$ cat src/rtl/ntp_pkg.sv
package ntp_pkg;
    localparam int unsigned NIB_W   = 4;
    localparam int unsigned ADDR_W  = 4;
    localparam logic [3:0]  SUB_SEL = 4'h9;

    typedef enum logic {
        PH_FIRST  = 1'b0,
        PH_SECOND = 1'b1
    } phase_e;
endpackage

$ cat src/rtl/ntp_counter.sv
module ntp_counter #(
    parameter int unsigned W = 8
) (
    input  logic         clk_i,
    input  logic         rst_ni,
    input  logic         run_i,
    output logic [W-1:0] cnt_o
);
    typedef struct packed {
        logic [W-1:0] cnt;
    } cnt_st_t;

    cnt_st_t st_d, st_q;

    always_comb begin
        st_d = st_q;
        if (run_i) begin
            st_d.cnt = st_q.cnt + {{(W-1){1'b0}}, 1'b1};
        end
    end

    always_ff @(posedge clk_i or negedge rst_ni) begin
        if (!rst_ni) begin
            st_q <= '0;
        end else begin
            st_q <= st_d;
        end
    end

    assign cnt_o = st_q.cnt;
endmodule

$ cat src/rtl/ntp_wr_seq.sv
module ntp_wr_seq
    import ntp_pkg::*;
#(
    parameter int unsigned NW = 4,
    localparam int unsigned W = 2 * NW
) (
    input  logic          clk_i,
    input  logic          rst_ni,
    input  logic          hit_i,
    input  logic [NW-1:0] nib_i,
    input  logic [W-1:0]  cnt_i,
    input  logic          run_i,
    output logic          irq_o,
    output phase_e        phase_o,
    output logic          armed_o
);
    typedef struct packed {
        phase_e        ph;
        logic [NW-1:0] hold;
        logic [W-1:0]  cmp;
        logic          armed;
        logic          irq;
    } wr_st_t;

    wr_st_t st_d, st_q;

    always_comb begin
        st_d     = st_q;
        // match only with a committed value and no half-written update pending
        st_d.irq = run_i && st_q.armed && (st_q.ph == PH_FIRST) && (cnt_i == st_q.cmp);
        if (hit_i) begin
            if (st_q.ph == PH_FIRST) begin
                st_d.hold = nib_i;
                st_d.ph   = PH_SECOND;
            end else begin
                st_d.cmp   = {nib_i, st_q.hold};
                st_d.armed = 1'b1;
                st_d.ph    = PH_FIRST;
            end
        end
    end

    always_ff @(posedge clk_i or negedge rst_ni) begin
        if (!rst_ni) begin
            st_q <= '0;
        end else begin
            st_q <= st_d;
        end
    end

    assign irq_o   = st_q.irq;
    assign phase_o = st_q.ph;
    assign armed_o = st_q.armed;
endmodule

$ cat src/rtl/ntp_rd_seq.sv
module ntp_rd_seq
    import ntp_pkg::*;
#(
    parameter int unsigned NW = 4,
    localparam int unsigned W = 2 * NW
) (
    input  logic          clk_i,
    input  logic          rst_ni,
    input  logic          hit_i,
    input  logic          pdm_i,
    input  logic          run_i,
    input  logic          irq_i,
    input  logic [W-1:0]  cnt_i,
    output logic [NW-1:0] rdata_o,
    output phase_e        phase_o,
    output logic [W-1:0]  cap_o
);
    typedef struct packed {
        phase_e       ph;
        logic [W-1:0] cap;
        logic         evt;
    } rd_st_t;

    rd_st_t       st_d, st_q;
    logic [W-1:0] cnt_rev;
    logic [W-1:0] snap;

    for (genvar gi = 0; gi < W; gi++) begin : g_rev
        assign cnt_rev[gi] = cnt_i[W-1-gi];
    end

    assign snap = pdm_i ? cnt_rev : cnt_i;

    always_comb begin
        st_d    = st_q;
        rdata_o = '0;
        if (hit_i) begin
            if (st_q.ph == PH_FIRST) begin
                rdata_o  = snap[W-1:NW];
                st_d.cap = snap;
                st_d.ph  = PH_SECOND;
            end else begin
                rdata_o = st_q.cap[NW-1:0];
                st_d.ph = PH_FIRST;
            end
        end
        if (irq_i) begin
            st_d.evt = 1'b1;
        end
        // halting after an interrupt event wipes the snapshot
        if (!run_i && st_q.evt) begin
            st_d.cap = '0;
            st_d.evt = 1'b0;
        end
    end

    always_ff @(posedge clk_i or negedge rst_ni) begin
        if (!rst_ni) begin
            st_q <= '0;
        end else begin
            st_q <= st_d;
        end
    end

    assign phase_o = st_q.ph;
    assign cap_o   = st_q.cap;
endmodule

$ cat src/rtl/nibble_timer_port.sv
module nibble_timer_port
    import ntp_pkg::*;
#(
    parameter int unsigned NW = NIB_W,
    parameter int unsigned AW = ADDR_W,
    parameter logic [AW-1:0] SEL = AW'(SUB_SEL),
    localparam int unsigned W = 2 * NW
) (
    input  logic          clk_i,
    input  logic          rst_ni,
    input  logic          run_i,
    input  logic          pdm_mode_i,
    input  logic [AW-1:0] sub_addr_i,
    input  logic          wr_i,
    input  logic [NW-1:0] wdata_i,
    input  logic          rd_i,
    output logic [NW-1:0] rdata_o,
    output logic          irq_o
);
    logic         sel;
    logic         wr_hit;
    logic         rd_hit;
    logic [W-1:0] cnt;
    logic [W-1:0] cap;
    logic         armed;
    phase_e       wr_ph;
    phase_e       rd_ph;

    assign sel    = (sub_addr_i == SEL);
    assign wr_hit = wr_i && sel;
    assign rd_hit = rd_i && sel;

    ntp_counter #(.W(W)) u_cnt (
        .clk_i (clk_i),
        .rst_ni(rst_ni),
        .run_i (run_i),
        .cnt_o (cnt)
    );

    ntp_wr_seq #(.NW(NW)) u_wr (
        .clk_i  (clk_i),
        .rst_ni (rst_ni),
        .hit_i  (wr_hit),
        .nib_i  (wdata_i),
        .cnt_i  (cnt),
        .run_i  (run_i),
        .irq_o  (irq_o),
        .phase_o(wr_ph),
        .armed_o(armed)
    );

    ntp_rd_seq #(.NW(NW)) u_rd (
        .clk_i  (clk_i),
        .rst_ni (rst_ni),
        .hit_i  (rd_hit),
        .pdm_i  (pdm_mode_i),
        .run_i  (run_i),
        .irq_i  (irq_o),
        .cnt_i  (cnt),
        .rdata_o(rdata_o),
        .phase_o(rd_ph),
        .cap_o  (cap)
    );
endmodule

$ cat config.mk
export PLATFORM = sky130hd
export DESIGN_NAME = nibble_timer_port
export DESIGN_NICKNAME = d
export VERILOG_FILES = /design/src/rtl/ntp_pkg.sv /design/src/rtl/ntp_counter.sv /design/src/rtl/ntp_wr_seq.sv /design/src/rtl/ntp_rd_seq.sv /design/src/rtl/nibble_timer_port.sv
export SDC_FILE = /design/constraint.sdc
export NUM_CORES = 1
export LEC_CHECK = 0
export BUFFER_PORTS_ARGS = -buffer_cell sky130_fd_sc_hd__buf_2
export CAP_MARGIN = 20
export CORE_UTILIZATION = 45
export CTS_BUF_LIST = sky130_fd_sc_hd__clkbuf_8
export CTS_CLUSTER_SIZE = 16
export DETAILED_ROUTE_END_ITERATION = 16
export PLACE_DENSITY = 0.75
export REMOVE_ABC_BUFFERS = 1
export SYNTH_ARGS = -nofsm -noshare
export SYNTH_HDL_FRONTEND = slang
export SYNTH_SLANG_ARGS = --single-unit
$ cat constraint.sdc
create_clock -name clk_i -period 1.21 [get_ports clk_i]
set_clock_uncertainty 0.1 [all_clocks]
set_input_delay 0 -clock clk_i [delete_from_list [all_inputs] [get_ports clk_i]]
set_output_delay 0 -clock clk_i [all_outputs]
set_load 0.02 [all_outputs]
==> results of run 1 <==
## final cells by class
cell class	count	area, µm²	area share (%)
multi-input combinational	81	747	38.2
sequential	29	734	37.6
timing repair buffer	42	318	16.3
clock buffer	7	96.3	4.93
tap	44	55.1	2.82
clock inverter	1	5.00	0.256
## state kept, by name (all words and copies together), names as in the netlist
signal / cells
u_wr.irq_o: 1
u_cnt.cnt_o: 8
u_wr.phase_o: 1
u_wr.armed_o: 1
u_rd.cap_o: 4
u_rd.st_q: 1
u_rd.phase_o: 1
u_wr.st_q: 12
## layer usage
layer | vias to the layer above | wire, µm | global-route usage, %
li1 | 488 | - | -
met1 | 509 | 1220 | 22.0
met2 | 22 | 1580 | 35.8
met3 | 5 | 92 | 6.59
met4 | 0 | 39 | 5.10
met5 | - | 0 | 0
## layout by cell type, fill, tap and decap left out, drive strengths merged, types with 2 or more instances in the layout
cell / instances
dfrtp: 29
xnor2: 14
nand2: 4
and3: 5
nand4: 5
clkbuf: 7
nand2b: 2
buf: 34
a21o: 4
mux2: 18
xor2: 3
dlygate4sd3: 8
nand3: 6
mux2i: 8
nor2: 6
## final timing paths
check / from / endpoint / depth (start not counted)
min in group asynchronous: rst_ni / u_rd.cap_o[3] / 2
max in group asynchronous: rst_ni / u_cnt.cnt_o[0] / 2
hold / removal: pdm_mode_i / u_rd.cap_o[3] / 4
setup / recovery: u_cnt.cnt_o[0] / rdata_o[3] / 4
setup reg to reg: u_cnt.cnt_o[0] / u_cnt.cnt_o[1] / 4
hold reg to reg: u_wr.armed_o / u_wr.armed_o / 1
## power groups by stage
stage               Combinational, W  Sequential, W  Clock, W
global route                 0.00194        0.00166  0.000936
floorplan                   0.000809        0.00167         0
global placement             0.00104        0.00173         0
CTS                          0.00164        0.00161  0.000878
finish                       0.00178        0.00162  0.000866
detailed placement           0.00107        0.00176         0
## stage by stage
step	setup WS [ps]	util, %	setup TNS (ps)	hold slack, ps
after floorplan	-85.3	-	-341	-396
after global placement	-7.49	52.0	-27.9	-54.5
after detailed placement	-27.4	52.0	-134	-45.5
after CTS	-204	62.9	-844	178
after global routing	-264	64.1	-1520	208
final	-204	64.1	-995	173
## timing repair
item                                    in CTS  in global routing
hold buffers                                 8                  0
pin swaps                                    5                 17
buffers inserted                            10                  2
endpoints found under the hold margin       43                  0
gates resized for setup                     18                  8
endpoints found under the setup margin      11                 15
gates cloned                                 0                  0
## critical path, stage by stage (launching register included)
cell and delay [ps]:
dfrtp_2 420, mux2_4 270, mux2i_1 130, nor2_1 60, buf_4 150
## cell families (layout without fill, tap and decap cells)
| kind of cell | Yosys count | after routing |
|---|---|---|
| buffers and inverters | 8 | 50 |
| XOR/XNOR | 17 | 17 |
| multiplexers | 26 | 26 |
| AND/OR/NAND/NOR | 33 | 33 |
| adder cells (fa/ha/maj) | 1 | 1 |
| AO/OA/AOI/OAI | 4 | 4 |
| flip-flops | 29 | 29 |
==> impl_metrics.yaml, run 1 <==
status:
  status: "finished, violations left"
  violations: "negative setup slack"
critical_path:
  criticalPathCategory: "register to output port"
  cp_max_fo: 2
  cp_data_required_time_ps: 1110
  endpoint_kind: "output port"
  critPathLaunchType: "register"
  arrival_ps: 1310
  r2r_slack_ps: -110
synthesis:
  synth_edf_count: 0
  ys_types: 22
  yosysTopAreaCell: "dfrtp_1"
  ys_warn_count: 0
  synthArstFlopShare_pct: 100
  seq_area_frac_synth_pct: 50.5
  ys_ff_latch: 29
  syn-cell-area_mm2: 0.00144
  syn-instance-count: 118
  synth_compound_area_share_pct: 2.09
  synth_flop_cell: "dfrtp_1"
  synth_mux_area_share_pct: 19.7
  synth_top_family_by_area: "multiplexers"
  syn-mean-instance-area_um2: 12.2
  synthSimpleGateAreaFrac_pct: 13.8
  synth_adder_area_share_pct: 0.870
  synthXorXnorAreaFrac_pct: 10.4
  yosys-top-cells-area: "dfrtp_1, mux2_2, xnor2_1"
  yosys-top-cells-count: "dfrtp_1, mux2_2, xnor2_1"
  synth_top_area_share_pct: 50.5
  synth_most_common_cell: "dfrtp_1"
die:
  dieHeight_um: 58.5
  initial_utilization_pct: 47.1
  die_width_um: 58.5
  rows: 20
  core_area_mm2: 0.00305
  die_area_mm2: 0.00342
  boundaryPins: 19
global_routing:
  grt_overflow_total: 0
  grtUsageTotal_pct: 19.6
  antenna_found_initial: 0
  grt_pass1_wl_um: 4870
  grt_max_degree: 30
  grt_pass1_vias: 1079
sta:
  tightest_slew_ps: 640
  setup_violations: 8
  grt_setup_unrepaired: "yes"
  finalMaxSlewViolations: 0
  relSlewSlack_pct: 57.3
  period_share_pct: 117
  fmax_mhz: 707
  hold_violations: 0
  setup_slack_ps: -204
  finalCriticalPeriod_ps: 1410
worst_hold_path:
  min_path_type: "input port to register"
placement:
  place_area_mm2: 0.00159
  place_congestion: 0.753
  dp_hpwl_um: 1820
  dpl.cell_count: 178
  io_buffers: 18
power_and_ir_drop:
  switching_share_pct: 31.3
  total_power_w: 0.00427
  peakVddDrop_uv: 1140
  p_leak_nw: 0.936
  combPwrFrac_pct: 41.7
  net-switching-power_w: 0.00134
  clkPwrFrac_pct: 20.3
  p_per_area_mw_per_mm2: 2180
  p_int_w: 0.00294
  seqPwrFrac_pct: 38.0
cells_and_area:
  nets: 174
  stdcell_area_mm2: 0.00196
  layout.cells.non_filler: 204
  n_antenna_cell: 0
  drive_above_1_share_pct: 48.8
  n_fill_cell: 245
  area_growth_pct: 36.0
clock_network:
  clock_sinks: 29
  clock_latency_ps: 280
  cts.clk_slew.worst_paths_ps: 60
  cts_root_buf: "clkbuf_8"
  cts_buffer_depth: 2
  cts_tree: "built"
  cts_inserted_buffers: 5
  h-tree-depth: 2
route:
  ant_nets: 0
  wl_per_cell_um: 14.4
  drtIter0Drc: 21
  drc: 0
  first_pass_iters: 4
  vias: 1024
  routed_wl_um: 2930
  via_per_inst: 5.02
flow_run:
  drv_cap: 0
Power figures use the tool's default switching activity.
==> run 2, diff against run 1 <==
--- a/config.mk
+++ b/config.mk
@@ -16,3 +16,4 @@
 export SYNTH_ARGS = -nofsm -noshare
 export SYNTH_HDL_FRONTEND = slang
 export SYNTH_SLANG_ARGS = --single-unit
+export TNS_END_PERCENT = 30
==> run 2 against run 1 <==
Effect of this change:
- the run still ends with negative setup slack left
- highest routed layer unchanged
- cell count is 0.98% higher
- critical path type unchanged
- sequential cell count stayed put
- clock power hardly changed
- cell area is 1.6% higher
- combinational power hardly changed
- largest power group unchanged
- count of clock-buffer cells in the layout stayed put
- routed wire length is 0.65% higher
- maximum frequency is 0.58% lower
- register-to-register slack hardly changed
- hold slack better by 6.4 ps
==> impl_metrics.yaml, run 2 (synthesis results as in run 1) <==
critical_path:
  crit_chain: "mux2_4, mux2i_1, nor2_1, buf_4"
  arrival_ps: 1320
  critPathLaunchType: "register"
  max_stage_delay_ps: 410
  cp_max_fo: 2
  r2r_slack_ps: -100
  ff2ff_path_depth: 4
  criticalPathCategory: "register to output port"
  endpoint_kind: "output port"
  crit_start: "u_cnt.cnt_o[4]"
  crit_slowest_cell: "dfrtp_2"
  cp_data_required_time_ps: 1110
  r2r_start: "u_cnt.cnt_o[0]"
  worstReg2RegEnd: "u_cnt.cnt_o[1]"
power_and_ir_drop:
  net-switching-power_w: 0.00133
  p_per_area_mw_per_mm2: 2160
  seqPwrFrac_pct: 37.9
  p_leak_nw: 0.962
  peakVddDrop_uv: 1140
  switching_share_pct: 31.1
  p_int_w: 0.00296
  combPwrFrac_pct: 42.0
  clkPwrFrac_pct: 20.1
placement:
  dpl.cell_count: 178
  io_buffers: 18
  dp_hpwl_um: 1820
  place_congestion: 0.753
clock_network:
  h-tree-depth: 2
  clock_latency_ps: 280
  cts_root_buf: "clkbuf_8"
  cts_tree: "built"
  cts.clk_slew.worst_paths_ps: 60
  clock_sinks: 29
  cts_inserted_buffers: 5
  cts_buffer_depth: 2
global_routing:
  grt_pass1_wl_um: 4930
  grt.met1_usage_pct: 23.7
  antenna_found_initial: 0
  grt_max_degree: 30
  grt_overflow_total: 0
  grt_pass1_vias: 1070
  grtUsageMet3_pct: 6.59
  use_met2_pct: 34.8
  grt.busiest_layer: "met2"
  grtUsageTotal_pct: 19.9
sta:
  setup_slack_ps: -213
  finalMaxSlewViolations: 0
  tightest_slew_ps: 625
  final.setup.tns_ps: -1160
  hold_violations: 0
  finalCriticalPeriod_ps: 1420
  relSlewSlack_pct: 58.3
  grt_setup_unrepaired: "yes"
  setup_violations: 10
  period_share_pct: 118
  fmax_mhz: 703
flow_run:
  drv_cap: 0
cells_and_area:
  layout.cells.non_filler: 206
  n_antenna_cell: 0
  final_util_pct: 65.1
  mostFrequentLayoutCell: "dfrtp_1"
  area_growth_pct: 38.2
  nets: 176
  largest_reg_flops: 12
  drive_above_1_share_pct: 49.4
  mostFrequentLayoutCells: "dfrtp_1, buf_4, buf_2"
  regMostFlops: "u_wr.st_q"
route:
  vias: 1025
  drc: 0
  via_per_inst: 4.98
  first_pass_iters: 4
  ant_nets: 0
  drtIter0Drc: 26
  wl_per_cell_um: 14.3
  routed_wl_um: 2950
die:
  initial_utilization_pct: 47.1
  rows: 20
  dieHeight_um: 58.5
  die_width_um: 58.5
  boundaryPins: 19
  die_area_mm2: 0.00342
  core_area_mm2: 0.00305
status:
  violations: "negative setup slack"
  status: "finished, violations left"
worst_hold_path:
  min_path_type: "input port to asynchronous set/reset pin"
[run 2: changes by cell type in the layout (fill, tap and decap cells not counted)]
cell	delta
mux2_2	-3
mux2_4	+3
buf_2	-2
buf_4	+4
[run 2: critical path, delay by kind of cell, from the launching register on]
| kind | cells | cell delay, ps |
|---|---|---|
| DFF | 1 | 410 |
| and+or+nand+nor | 1 | 70 |
| muxes | 2 | 400 |
| buffers and inverters | 1 | 150 |
[run 2: power groups by stage]
stage                     registers, W  clock network [W]  logic (W)
final                          0.00163           0.000863    0.00180
after CTS                      0.00161           0.000878    0.00161
after global routing           0.00167           0.000937    0.00198
after floorplan                0.00167                  0   0.000809
after detailed placement       0.00176                  0    0.00107
after global placement         0.00173                  0    0.00104
[run 2: layout make-up]
class	count	area, µm²
clock buffers	7	96.3
clock inverters	1	5.00
fillers	252	1070
multi-input cells	81	758
flip-flops and latches	29	734
well taps	44	55.1
repair buffers	44	338
[run 2: worst max path at each step]
| stage | endpoint | slack, ps |
|---|---|---|
| finish | rdata_o[0] | -210 |
| global route | rdata_o[2] | -280 |
| CTS | rdata_o[2] | -200 |
| detailed placement | u_wr.st_q[13] | -30 |
| global placement | u_wr.st_q[10] | -7 |
| floorplan | u_rd.cap_o[0] | -90 |
[run 2: stage by stage]
| step | hold slack, ps | total power (W) | instance area [µm²] | setup slack [ps] |
|---|---|---|---|---|
| 2_1_floorplan | -396 | 0.00248 | 1400 | -85.3 |
| 3_3_place_gp | -54.5 | 0.00278 | 1590 | -7.49 |
| 3_5_place_dp | -45.5 | 0.00283 | 1590 | -27.4 |
| 4_1_cts | 178 | 0.00409 | 1910 | -204 |
| 5_1_grt | 227 | 0.00459 | 1990 | -277 |
| 6_report | 180 | 0.00429 | 1990 | -213 |
[run 2: per-layer routing]
layer	vias to the layer above	routed length (µm)
met4	0	21
met3	3	92
met1	501	1200
met2	22	1640
met5	-	0
li1	499	-
[run 2: timing repair]
action	in CTS	in global routing
setup endpoints to repair	11	15
endpoints found under the hold margin	44	0
pin swaps	6	17
buffers inserted	10	2
hold buffers	8	0
cloned	0	0
gates resized for setup	17	15
